[src/rtl/sysctl_pkg.sv]
package sysctl_pkg;
  localparam logic [11:0] OFS_ID    = 12'hD00;
  localparam logic [11:0] OFS_ICSR  = 12'hD04;
  localparam logic [11:0] OFS_VTAB  = 12'hD08;
  localparam logic [11:0] OFS_RSTC  = 12'hD0C;
  localparam logic [11:0] OFS_SLP   = 12'hD10;
  localparam logic [11:0] OFS_CFG   = 12'hD14;
  localparam logic [11:0] OFS_PRIA  = 12'hD1C;
  localparam logic [11:0] OFS_PRIB  = 12'hD20;
  localparam logic [11:0] OFS_HSTAT = 12'hD24;
  localparam logic [11:0] OFS_DBG   = 12'hD30;

  localparam logic [15:0] KEY_WRITE = 16'h05FA;
  localparam logic [15:0] KEY_READ  = 16'hFA05;

  // pending flag indices
  typedef enum logic [1:0] {
    PND_PENDSV  = 2'd0,
    PND_SYSTICK = 2'd1,
    PND_NMI     = 2'd2
  } pend_idx_e;

  localparam int NUM_PEND = 3;
  localparam int NUM_DBG  = 5;
  localparam int NUM_PRI  = 3;
endpackage

[src/rtl/sysctl_setclr.sv]
module sysctl_setclr #(
  parameter int N = 3
) (
  input  logic         clk,
  input  logic         rst,
  input  logic [N-1:0] set_i,
  input  logic [N-1:0] clr_i,
  output logic [N-1:0] flag_o
);
  for (genvar i = 0; i < N; i++) begin : g_bit
    logic q;
    always_ff @(posedge clk) begin
      if (rst)           q <= 1'b0;
      else if (set_i[i]) q <= 1'b1;
      else if (clr_i[i]) q <= 1'b0;
    end
    assign flag_o[i] = q;

    // a set always wins over a clear in the same cycle
    a_r4_r12_set_wins: assert property (@(posedge clk) disable iff (rst)
      set_i[i] |=> flag_o[i]);
    a_r12_clear_only: assert property (@(posedge clk) disable iff (rst)
      (clr_i[i] && !set_i[i]) |=> !flag_o[i]);
    a_r12_hold: assert property (@(posedge clk) disable iff (rst)
      (!clr_i[i] && !set_i[i]) |=> $stable(flag_o[i]));
  end
endmodule

[src/rtl/sysctl_prio.sv]
module sysctl_prio #(
  parameter int NUM      = 3,
  parameter int PRI_BITS = 2
) (
  input  logic                clk,
  input  logic                rst,
  input  logic [NUM-1:0]      we_i,
  input  logic [NUM-1:0][7:0] wbyte_i,
  output logic [NUM-1:0][7:0] pri_o
);
  localparam int LOW = 8 - PRI_BITS;

  for (genvar k = 0; k < NUM; k++) begin : g_pri
    logic [PRI_BITS-1:0] q;
    always_ff @(posedge clk) begin
      if (rst)          q <= '0;
      else if (we_i[k]) q <= wbyte_i[k][7 -: PRI_BITS];
    end
    assign pri_o[k] = 8'(q) << LOW;

    a_r10_top_bits_kept: assert property (@(posedge clk) disable iff (rst)
      we_i[k] |=> pri_o[k][7 -: PRI_BITS] == $past(wbyte_i[k][7 -: PRI_BITS]));
    a_r10_stable_no_write: assert property (@(posedge clk) disable iff (rst)
      !we_i[k] |=> $stable(pri_o[k]));
  end
endmodule

[src/rtl/sysctl_regs.sv]
module sysctl_regs
  import sysctl_pkg::*;
#(
  parameter int          ADDR_W     = 12,
  parameter int          EXC_W      = 9,
  parameter int          PRI_BITS   = 2,
  parameter logic [31:0] ID_WORD    = 32'h0A15_0C01,
  parameter bit          BIG_ENDIAN = 1'b0,
  parameter bit          UNALIGN_TRAP = 1'b0,
  parameter bit          STACK_8B   = 1'b1
) (
  input  logic              clk,
  input  logic              rst,
  input  logic              bus_sel,
  input  logic              bus_wr,
  input  logic [ADDR_W-1:0] bus_addr,
  input  logic [31:0]       bus_wdata,
  output logic [31:0]       bus_rdata,
  input  logic [EXC_W-1:0]  act_exc,
  input  logic [EXC_W-1:0]  pend_exc,
  input  logic              ext_irq_pend,
  input  logic              svc_pend,
  input  logic [2:0]        exc_ack,
  input  logic [4:0]        dbg_evt,
  output logic [2:0]        pend_o,
  output logic              sys_reset_req,
  output logic              sleep_on_exit,
  output logic              sleep_deep,
  output logic              sev_on_pend,
  output logic [31:0]       vtor_base,
  output logic [7:0]        pri_svc,
  output logic [7:0]        pri_pendsv,
  output logic [7:0]        pri_systick
);
  localparam int VT_LSB = 7;
  localparam int VT_W   = 32 - VT_LSB;

  logic wr_en, rd_en;
  assign wr_en = bus_sel &  bus_wr;
  assign rd_en = bus_sel & ~bus_wr;

  logic hit_icsr, hit_vtab, hit_rstc, hit_slp, hit_pria, hit_prib, hit_dbg;
  assign hit_icsr = wr_en && (bus_addr == OFS_ICSR);
  assign hit_vtab = wr_en && (bus_addr == OFS_VTAB);
  assign hit_rstc = wr_en && (bus_addr == OFS_RSTC);
  assign hit_slp  = wr_en && (bus_addr == OFS_SLP);
  assign hit_pria = wr_en && (bus_addr == OFS_PRIA);
  assign hit_prib = wr_en && (bus_addr == OFS_PRIB);
  assign hit_dbg  = wr_en && (bus_addr == OFS_DBG);

  logic key_ok;
  assign key_ok = (bus_wdata[31:16] == KEY_WRITE);

  // pending flags: set by software, cleared by software or handler ack
  logic [NUM_PEND-1:0] pnd_set, pnd_clr, pnd_q;
  always_comb begin
    pnd_set = '0;
    pnd_clr = exc_ack;
    if (hit_icsr) begin
      pnd_set[PND_PENDSV]  = bus_wdata[28];
      pnd_set[PND_SYSTICK] = bus_wdata[26];
      pnd_set[PND_NMI]     = bus_wdata[31];
      pnd_clr[PND_PENDSV]  = exc_ack[PND_PENDSV]  | bus_wdata[27];
      pnd_clr[PND_SYSTICK] = exc_ack[PND_SYSTICK] | bus_wdata[25];
    end
  end

  sysctl_setclr #(.N(NUM_PEND)) u_pend (
    .clk(clk), .rst(rst), .set_i(pnd_set), .clr_i(pnd_clr), .flag_o(pnd_q)
  );
  assign pend_o = pnd_q;

  // sticky debug event flags, write-1 clear
  logic [NUM_DBG-1:0] dbg_clr, dbg_q;
  assign dbg_clr = hit_dbg ? bus_wdata[NUM_DBG-1:0] : '0;

  sysctl_setclr #(.N(NUM_DBG)) u_dbg (
    .clk(clk), .rst(rst), .set_i(dbg_evt), .clr_i(dbg_clr), .flag_o(dbg_q)
  );

  // handler priorities
  logic [NUM_PRI-1:0]      pri_we;
  logic [NUM_PRI-1:0][7:0] pri_wb, pri_q;
  assign pri_we = {hit_prib, hit_prib, hit_pria};
  assign pri_wb = {bus_wdata[31:24], bus_wdata[23:16], bus_wdata[31:24]};

  sysctl_prio #(.NUM(NUM_PRI), .PRI_BITS(PRI_BITS)) u_prio (
    .clk(clk), .rst(rst), .we_i(pri_we), .wbyte_i(pri_wb), .pri_o(pri_q)
  );
  assign pri_svc     = pri_q[0];
  assign pri_pendsv  = pri_q[1];
  assign pri_systick = pri_q[2];

  // plain control registers
  logic [VT_W-1:0] vt_q;
  logic            rreq_q;
  logic [2:0]      slp_q;
  always_ff @(posedge clk) begin
    if (rst) begin
      vt_q   <= '0;
      rreq_q <= 1'b0;
      slp_q  <= '0;
    end else begin
      if (hit_vtab)                             vt_q  <= bus_wdata[31:VT_LSB];
      if (hit_rstc && key_ok && bus_wdata[2])   rreq_q <= 1'b1;
      if (hit_slp) slp_q <= {bus_wdata[4], bus_wdata[2], bus_wdata[1]};
    end
  end
  assign vtor_base     = {vt_q, {VT_LSB{1'b0}}};
  assign sys_reset_req = rreq_q;
  assign sleep_on_exit = slp_q[0];
  assign sleep_deep    = slp_q[1];
  assign sev_on_pend   = slp_q[2];

  // read decode
  logic [31:0] rd_word;
  logic        mapped;
  always_comb begin
    rd_word = '0;
    mapped  = 1'b1;
    case (bus_addr)
      OFS_ID:   rd_word = ID_WORD;
      OFS_ICSR: begin
        rd_word[EXC_W-1:0]       = act_exc;
        rd_word[12 +: EXC_W]     = pend_exc;
        rd_word[22]              = ext_irq_pend;
        rd_word[26]              = pnd_q[PND_SYSTICK];
        rd_word[28]              = pnd_q[PND_PENDSV];
        rd_word[31]              = pnd_q[PND_NMI];
      end
      OFS_VTAB: rd_word = vtor_base;
      OFS_RSTC: begin
        rd_word[31:16] = KEY_READ;
        rd_word[15]    = BIG_ENDIAN;
        rd_word[2]     = rreq_q;
      end
      OFS_SLP: begin
        rd_word[1] = slp_q[0];
        rd_word[2] = slp_q[1];
        rd_word[4] = slp_q[2];
      end
      OFS_CFG: begin
        rd_word[3] = UNALIGN_TRAP;
        rd_word[9] = STACK_8B;
      end
      OFS_PRIA:  rd_word[31:24] = pri_q[0];
      OFS_PRIB:  rd_word = {pri_q[2], pri_q[1], 16'h0000};
      OFS_HSTAT: rd_word[15] = svc_pend;
      OFS_DBG:   rd_word[NUM_DBG-1:0] = dbg_q;
      default:   mapped = 1'b0;
    endcase
  end

  always_ff @(posedge clk) begin
    if (rst) bus_rdata <= '0;
    else     bus_rdata <= rd_en ? rd_word : '0;
  end

  // a write with a wrong key leaves the request untouched
  a_r7_bad_key_ignored: assert property (@(posedge clk) disable iff (rst)
    (wr_en && bus_addr == OFS_RSTC && bus_wdata[31:16] != KEY_WRITE)
      |=> $stable(sys_reset_req));
  // once raised, the request holds until reset
  a_r7_req_held: assert property (@(posedge clk) disable iff (rst)
    sys_reset_req |=> sys_reset_req);
  // unmapped reads return zero on the next cycle
  a_r13_unmapped_zero: assert property (@(posedge clk) disable iff (rst)
    (rd_en && !mapped) |=> bus_rdata == 32'h0);
  // idle cycles leave zero read data
  a_r13_idle_zero: assert property (@(posedge clk) disable iff (rst)
    !rd_en |=> bus_rdata == 32'h0);
  // the vector base moves only on a write to its offset
  a_r6_vtor_stable: assert property (@(posedge clk) disable iff (rst)
    !hit_vtab |=> $stable(vtor_base));
endmodule

[config.mk]
export PLATFORM = sky130hd
export DESIGN_NAME = sysctl_regs
export DESIGN_NICKNAME = d
export VERILOG_FILES = /design/src/rtl/sysctl_pkg.sv /design/src/rtl/sysctl_setclr.sv /design/src/rtl/sysctl_prio.sv /design/src/rtl/sysctl_regs.sv
export SDC_FILE = /design/constraint.sdc
export NUM_CORES = 1
export LEC_CHECK = 0
export BUFFER_PORTS_ARGS = -buffer_cell sky130_fd_sc_hd__buf_2
export CAP_MARGIN = 20
export CORE_MARGIN = 2
export CORE_UTILIZATION = 35
export CTS_CLUSTER_DIAMETER = 100
export DETAILED_ROUTE_END_ITERATION = 16
export PLACE_DENSITY = 0.66
export SLEW_MARGIN = 20
export SYNTH_ARGS = -nofsm -noshare
export SYNTH_HDL_FRONTEND = slang
export SYNTH_SLANG_ARGS = --single-unit
[constraint.sdc]
create_clock -name clk -period 2.3 [get_ports clk]
set_input_delay 0.46 -clock clk [delete_from_list [all_inputs] [get_ports clk]]
set_output_delay 0.46 -clock clk [all_outputs]
set_load 0.02 [all_outputs]
# [Yosys cells after proc, flatten, opt, wreduce, memory -nomap -nowiden]
# Cells that the tools add are included.
[totals] register_bits=75 inputBits=76 output_inout_bits=95 wordCells=92
[classes] eq_ne=11 n_mux=38 bitwise_logic=7 reduce_logical=20
[ops] cell="$eq 12x12->1 const B" count=10
[ops] cell="$pmux 5 s4" count=1
[ops] cell="$pmux 1 s3" count=6
[ops] cell="$eq 16x11->1 const B" count=1
[ops] cell="$mux 1" count=16
[ops] cell="$reduce_bool 2->1" count=8
[ops] cell="$pmux 1 s2" count=5
[ops] cell="$logic_and 1x1->1" count=9
[ops] cell="$pmux 2 s2" count=2
[ops] cell="$pmux 2 s4" count=1
[ops] cell="$pmux 4 s2" count=1
[ops] cell="$pmux 3 s2" count=1
[ops] cell="$mux 5" count=1
[ops] cell="$pmux 1 s5" count=1
[ops] cell="$pmux 1 s4" count=1
[ops] cell="$reduce_or 2->1" count=2
[ops] cell="$mux 3" count=1
[ops] cell="$not 1->1" count=3
[ops] cell="$reduce_or 3->1" count=1
[ops] cell="$and 1x1->1" count=2
[ops] cell="$mux 2" count=1
[ops] cell="$or 1x1->1" count=2

# [Longest topological paths before layout]
# Gate-level depths: netlist of the first run.
[logic_depth] word_depth=5 depth_mapped=8 depth_no_buf=4

# [By module]
# Synthesis of the first run repeated with hierarchy kept, for this count alone.
[unflattened] hier_cells=448 area_unflattened_um2=3852.4
[by_module_without_submodules] module="sysctl_regs" n_inst=1 cells_per_inst=371 area_per_inst_um2=3170.5 seq_area_each_um2=1221.2
[by_module_without_submodules] module="sysctl_prio" n_inst=1 cells_per_inst=37 area_per_inst_um2=341.6 seq_area_each_um2=120.1
[by_module_without_submodules] module="sysctl_setclr (u_dbg)" n_inst=1 cells_per_inst=25 area_per_inst_um2=212.7 seq_area_each_um2=100.1
[by_module_without_submodules] module="sysctl_setclr (u_pend)" n_inst=1 cells_per_inst=15 area_per_inst_um2=127.6 seq_area_each_um2=60.1

# [Worst setup path after synthesis of the first run]
# No wires, ideal clock.
[synth_path] kind="input port to flip-flop" startpoint="input bus_addr[4]" endpoint="register vt_q[13]" setup_ps=143 t_arrival_ps=2081 path_slack_ps=76 stages=8 cell_sequence="buf_6 or4_4 buf_6 or4_4 buf_6 buf_8 nand2_2 a21oi_2"
[synth_via] elab_chain_cells=2
[synth_lines] item="from (decl)" line="sysctl_regs.sv:16" text="input logic [ADDR_W-1:0] bus_addr,"
[synth_lines] item="$eq 12x12->1"
[synth_lines] item="$logic_and 1x1->1" line="sysctl_regs.sv:44" text="assign hit_vtab = wr_en && (bus_addr == OFS_VTAB);"
[synth_lines] item="to (signal assigned)" line="sysctl_regs.sv:104" text="if (hit_vtab) vt_q <= bus_wdata[31:VT_LSB];"
[synth_lines] item="to (decl)" line="sysctl_regs.sv:95" text="logic [VT_W-1:0] vt_q;"
# No other way between the ends.
# A chain may end at the register's enable or synchronous reset.

# [Final worst setup path of the first run]
[layout_path] startpoint="input bus_addr[7]" endpoint="register bus_rdata[28]"
[layout_via] elab_chain_cells=2
[layout_lines] item="$eq 12x12->1"
[layout_lines] item="$pmux 1 s3 (*)" line="sysctl_regs.sv:121" text="case (bus_addr)"
[layout_lines] item="to (signal assigned)" line="sysctl_regs.sv:156" text="else bus_rdata <= rd_en ? rd_word : '0;"
[layout_lines] item="to (decl)" line="sysctl_regs.sv:18" text="output logic [31:0] bus_rdata,"
# Every way passes the cells marked *; elsewhere a longest branch is shown, timed or not.

==> flow_summary_export.csv, run 1 <==
group,metric,value,unit
clock_network,cts.path.max_buffers,2,
yosys,yosys_warnings,0,
floorplanning,die_h,103,µm
floorplanning,std_cell_rows,36,
clock_network,cts_setup_buffers,0,
setup_path,crit_chain,"buf_2 -> or4b_1 -> buf_4 -> nor4_2 -> buf_4 -> nand2_1 -> a211oi_1",
clock_network,cts_buffers,9,
min_path,hold_path.class,"in -> reg",
clock_network,holdBufCountCts,0,
yosys,synth_ff_type,"dfxtp_1",
timing,maxSlewViolCount,0,
yosys,yosysUniqueCellTypes,51,
clock_network,cts_tree,"built",
clock_network,root_buffer,"clkbuf_8",
yosys,ys_seq_elements,75,
cells_and_area,syn2layout_area_growth,30.8,%
floorplanning,core_area,9680,µm²
timing,fin_skew,0.00541,ns
clock_network,clkLatencyLatePin,0.35,ns
drt,drc,0,
place,place_congestion,0.941,
drt,vias,3265,
cells_and_area,layout.nets,619,
status,run_status,"completed",
cells_and_area,drive_above_1_share,44.9,%
grt,grt_usage,19.1,%
setup_path,cp.buffers_inverters,3,
timing,clock.fmax,495,MHz
yosys,postSynthAreaPerCell,8.98,µm²
power,leakage,0.00200,µW
yosys,synth-edff-count,0,
drt,dr.pass1.iters,4,
setup_path,startpoint_type,"primary input",
flow_run,maxCapViolCount,0,
setup_path,cp_slowest_cell,"or4b_1",
floorplanning,initial_core_util,35.6,%
cells_and_area,fill_cells,971,
yosys,async_flop_share,0,%
setup_path,path_class,"in -> reg",
setup_path,critPathCaptureType,"flop",
place,port_buffers,143,
drt,wl_per_cell,15.0,µm
drt,viasPerCell,4.79,
floorplanning,die_w,103,µm
yosys,synth.area.top_cells,"dfxtp_1, buf_4, nand2_1",
drt,routed_wl,10200,µm
cells_and_area,utilization,46.6,%
timing,finalSetupViolCount,0,
place,post-dp-hpwl,8040,µm
grt,grt_pass1_vias,3034,
power,ir_drop,0.218,mV
clock_network,htreeDepth,3,
yosys,ys_top_cells_by_count,"dfxtp_1, nand2_1, nor2_1",
setup_path,max_stage_delay,0.68,ns
grt,gr-total-overflow,0,
grt,grt_pass1_wl,15200,µm
grt,grt_max_degree,26,
clock_network,clock_sinks,75,
setup_path,cp_max_fo,9,
drt,drtAntennaViolNets,0,
timing,fin_crit_sh,87.8,%
timing,rsz0062_at_grt,"no",
yosys,netlist_instances,384,
timing,fin_crit,2.02,ns
floorplanning,fp.dieArea,10700,µm²
yosys,synth_top_area_cell,"dfxtp_1",
clock_network,cts_resized,0,
power,p_per_area,537,nW/µm²
floorplanning,io_pins,171,
setup_path,cp.required,2.57,ns
timing,hold_viol,0,
setup_path,crit_arrival,2.29,ns
cells_and_area,diodes,0,
yosys,synth.top_cell.area_share,43.6,%
yosys,seq_area_frac_synth,43.6,%
drt,drt_first_iter_violations,144,
setup_path,crit_path_frequent_cell,"buf_4",
timing,hold_slack,0.303,ns
grt,antenna_found_initial,0,
yosys,syn-cell-area,3450,µm²
setup_path,cpLargestDelayFamily,"simple AND/OR/NAND/NOR gates",
setup_path,rrSetupSlack,1.20,ns
yosys,yosysMostFrequentCell,"dfxtp_1",
clock_network,path_clk_slew,0.08,ns
[report_power, final]
part           switching [µW]  total, µW  internal [µW]
Combinational             144        231           87.5
Clock                     496        883            387
Sequential               3.02       1310           1300
[layout by cell type, fill, tap and decap left out, types with 3 or more instances in the layout]
| cell | count |
|---|---|
| nand2b_1 | 5 |
| buf_2 | 143 |
| nand2_1 | 47 |
| a22oi_1 | 10 |
| and3_1 | 4 |
| a311oi_1 | 5 |
| a2bb2oi_1 | 3 |
| clkbuf_8 | 9 |
| dfxtp_1 | 75 |
| buf_4 | 31 |
| nor2_1 | 35 |
| inv_1 | 10 |
| o21ai_0 | 6 |
| nand2_2 | 20 |
| nor4_4 | 3 |
| a21oi_1 | 15 |
| nand4_1 | 3 |
| nor2b_1 | 6 |
| nor4_1 | 5 |
| a21oi_2 | 20 |
| mux2i_1 | 10 |
| conb_1 | 25 |
| nand3_1 | 8 |
| clkinv_2 | 4 |
| nor3_1 | 8 |
[registers in the layout, indices dropped and copies added (netlist names)]
signal	flops
u_prio.g_pri.q	6
u_pend.g_bit.q	3
slp_q	3
vt_q	25
bus_rdata	32
sys_reset_req	1
u_dbg.g_bit.q	5
[cells by family (layout without fill, tap and decap cells)]
| logic type | after synthesis | count (layout) | synth area share [%] |
|---|---|---|---|
| mux | 12 | 12 | 3.56 |
| flops | 75 | 75 | 43.6 |
| other cells | 1 | 25 | 0.109 |
| compound gates | 72 | 72 | 15.9 |
| fa+ha+maj | 1 | 1 | 0.290 |
| buf+inv | 62 | 202 | 11.3 |
| simple gates | 161 | 161 | 25.3 |
[metrics by stage]
step	setup TNS (ns)	total power, µW	worst slack, ns	cells	area (µm²)
after floorplan	0	1490	0.0759	408	3540
after global placement	-0.0612	1560	-0.0555	665	4340
after detailed placement	-0.150	1570	-0.101	665	4340
after CTS	0	2430	0.269	681	4510
after global routing	0	2500	0.191	681	4510
final	0	2420	0.282	681	4510
[final timing paths]
path,startpoint,end,cells after the start
max,bus_addr[7],bus_rdata[28],7
min,bus_wdata[0],u_dbg.g_bit[0].q,2
max reg2reg,u_pend.g_bit[2].q,bus_rdata[31],3
min reg2reg,vt_q[9],vt_q[9],2
[metal layers]
layer	up-vias	wire, µm	track usage, %	share of wire (%)
met4	0	353	10.6	3.4
li1	1595	-	-	-
met3	24	735	4.91	7.2
met2	122	4910	32.0	48
met1	1524	4250	22.3	41
met5	-	0	0	0
[cell type report]
type	count	area (µm²)	share of cell area, %
flip-flops and latches	75	1500	33.3
inverters	10	37.5	0.833
repair buffers	176	988	21.9
well taps	133	166	3.69
clock buffers	9	124	2.75
multi-input cells	271	1650	36.5
clock inverters	7	45.0	0.999
[worst register-to-register path: cells and delay by family, from the launching register on]
kind	cells	cell delay, ns
AOI/OAI and AO/OA	3	0.64
DFF	1	0.37
Note: power is estimated with default switching activity, not from simulation.
==> inputs of run 2 (changes only) <==
Settings changed: PLACE_DENSITY 0.66 to default, SYNTH_HIERARCHICAL from default to 1.
==> flow_summary_export.csv, run 2 <==
group,metric,value,unit
drt,wl_per_cell,16.6,µm
cells_and_area,multi_input_area,1980,µm²
setup_path,crit_arrival,2.14,ns
floorplanning,io_pins,171,
timing,slew-limit-headroom,65.4,%
yosys,async_flop_share,0,%
clock_network,htreeDepth,3,
floorplanning,die_w,109,µm
setup_path,path_class,"in -> reg",
yosys,synth_top_area_cell,"dfxtp_1",
yosys,synth_ff_type,"dfxtp_1",
setup_path,cp_max_fo,8,
floorplanning,core_area,10800,µm²
timing,finalSetupViolCount,0,
grt,grt_pass1_vias,3529,
clock_network,path_clk_slew,0.08,ns
yosys,synth-edff-count,0,
drt,viasPerCell,4.94,
power,p_comb_share,9.9,%
drt,vias,3686,
clock_network,holdBufCountCts,0,
clock_network,cts_buffers,9,
cells_and_area,diodes,0,
floorplanning,die_h,109,µm
power,leakage,0.00212,µW
timing,fin_skew,0.0109,ns
cells_and_area,mostFrequentLayoutCell,"buf_2",
timing,hold_viol,0,
place,port_buffers,143,
clock_network,cts_setup_buffers,0,
setup_path,crit_path_frequent_cell,"nor2_1",
timing,fin_crit,1.91,ns
timing,rsz0062_at_grt,"no",
cells_and_area,largest_reg_flops,32,
cells_and_area,drive_above_1_share,41.1,%
place,post-dp-hpwl,9480,µm
floorplanning,std_cell_rows,38,
power,clkPwrFrac,42.6,%
grt,antenna_found_initial,1,
grt,grt_max_degree,36,
cells_and_area,seq_area,1500,µm²
yosys,postSynthAreaPerCell,8.60,µm²
cells_and_area,top_register,"bus_rdata",
yosys,yosysUniqueCellTypes,55,
setup_path,cpLargestDelayFamily,"simple AND/OR/NAND/NOR gates",
yosys,synth.top_cell.area_share,39.0,%
grt,grt_pass1_wl,18600,µm
timing,worst_slew_pin_slew,0.519,ns
yosys,yosysMostFrequentCell,"dfxtp_1",
drt,drtAntennaViolNets,0,
power,intPower,2070,µW
yosys,netlist_instances,448,
clock_network,clkLatencyLatePin,0.36,ns
floorplanning,fp.dieArea,11900,µm²
drt,drt_first_iter_violations,218,
drt,dr.pass1.iters,4,
grt,grt_usage,21.0,%
clock_network,root_buffer,"clkbuf_8",
setup_path,cp_slowest_cell,"or4b_4",
place,place_congestion,0.885,
cells_and_area,utilization,45.6,%
yosys,seq_area_frac_synth,39.0,%
cells_and_area,top_regs,"bus_rdata: 32 flops, vt_q: 25 flops, u_prio/g_pri.q: 6 flops",
floorplanning,initial_core_util,35.7,%
clock_network,cts.path.max_buffers,2,
setup_path,max_stage_delay,0.61,ns
setup_path,crit_chain,"buf_2 -> or4b_4 -> nor2_1 -> buf_4 -> and3_1 -> mux2i_1 -> nor2_1",
timing,maxSlewViolCount,0,
power,p_sw,683,µW
cells_and_area,syn2layout_area_growth,27.9,%
flow_run,maxCapViolCount,0,
clock_network,clock_sinks,75,
grt,gr-total-overflow,0,
drt,routed_wl,12400,µm
power,ir_drop,0.291,mV
power,p_per_area,559,nW/µm²
status,run_status,"completed",
timing,fin_crit_sh,83.0,%
cells_and_area,layout.nets,677,
yosys,ys_seq_elements,75,
timing,setup-tns-final,0,ns
setup_path,critPathCaptureType,"flop",
power,seq_power_share,47.4,%
drt,drc,0,
power,swShare,24.8,%
min_path,hold_path.class,"in -> reg",
timing,clock.fmax,524,MHz
setup_path,cp.buffers_inverters,2,
clock_network,cts_resized,0,
cells_and_area,fill_cells,1111,
clock_network,cts_tree,"built",
yosys,syn-cell-area,3850,µm²
setup_path,startpoint_type,"primary input",
yosys,ys_top_cells_by_count,"dfxtp_1, nand2_1, buf_4",
setup_path,cp.required,2.53,ns
yosys,yosys_warnings,6,
cells_and_area,most-common-layout-cells,"buf_2, dfxtp_1, nand2_1, nor2_1, buf_4",
yosys,synth.area.top_cells,"dfxtp_1, buf_4, nand2_1",
[run 2: cell count changes in the layout (fill, tap and decap cells not counted), sizes merged, moves of 5 or more]
| cell | delta |
|---|---|
| a21oi | +15 |
| and2 | +10 |
| nand2b | +7 |
| nand2 | +6 |
| clkinv | -5 |
[run 2: worst paths after layout]
kind | slack, ns | cells past startpoint | endpoint | start
worst min register to register | 0.47 | 2 | bus_rdata[3] | u_dbg/g_bit[3].q
worst max-delay path | 0.39 | 7 | u_prio/g_pri[0].q[1] | bus_addr[7]
worst min-delay path | 0.30 | 3 | bus_rdata[3] | act_exc[3]
worst max register to register | 1.24 | 4 | bus_rdata[29] | vt_q[22]
[run 2: stage by stage]
step                      worst slack, ns  hold slack, ns  total power, µW  std cells  area [µm²]
after floorplan                    0.0681           0.444             1520        471        3940
after global placement             0.0684           0.452             1600        730        4700
after detailed placement           0.0323           0.460             1600        730        4700
after CTS                           0.430           0.289             2770        746        4930
after global routing                0.287           0.315             2840        746        4930
final                               0.392           0.302             2750        746        4930
[run 2: metal layers]
metal | part of all wire [%] | track usage [%] | wire length (µm) | up-vias
li1 | - | - | - | 1804
met1 | 44 | 26.7 | 5420 | 1748
met2 | 48 | 34.3 | 5960 | 117
met3 | 6.6 | 3.71 | 816 | 15
met4 | 1.6 | 9.52 | 197 | 2
met5 | 0.10 | 0 | 13 | -
[run 2: power groups by stage]
stage	Clock (µW)	Sequential, µW	Combinational (µW)
after global placement	0	1340	262
after detailed placement	0	1340	265
after CTS	1200	1310	266
after global routing	1230	1310	298
after floorplan	0	1340	185
final	1170	1310	274
[run 2: layout make-up]
cell class	instances	share of cell area (%)
Clock inverter	4	1.47
Timing Repair Buffer	176	20.1
Inverter	13	0.991
Clock buffer	12	3.15
Sequential cell	75	30.5
Tap cell	140	3.56
Multi-Input combinational cell	326	40.3
[run 2: cell families (layout without fill, tap and decap cells)]
group / Yosys count / count (layout) / share of synthesized area (%)
mux: 14 / 14 / 3.77
simple gates: 192 / 192 / 28.5
other cells: 2 / 25 / 0.195
flops: 75 / 75 / 39.0
compound gates: 95 / 95 / 16.8
buf+inv: 70 / 205 / 11.8
[run 2: worst register-to-register path: cells and delay by family (launching register included)]
kind / cells / cell delay (ns)
compound gates: 2 / 0.39
flops: 1 / 0.38
simple gates: 2 / 0.21
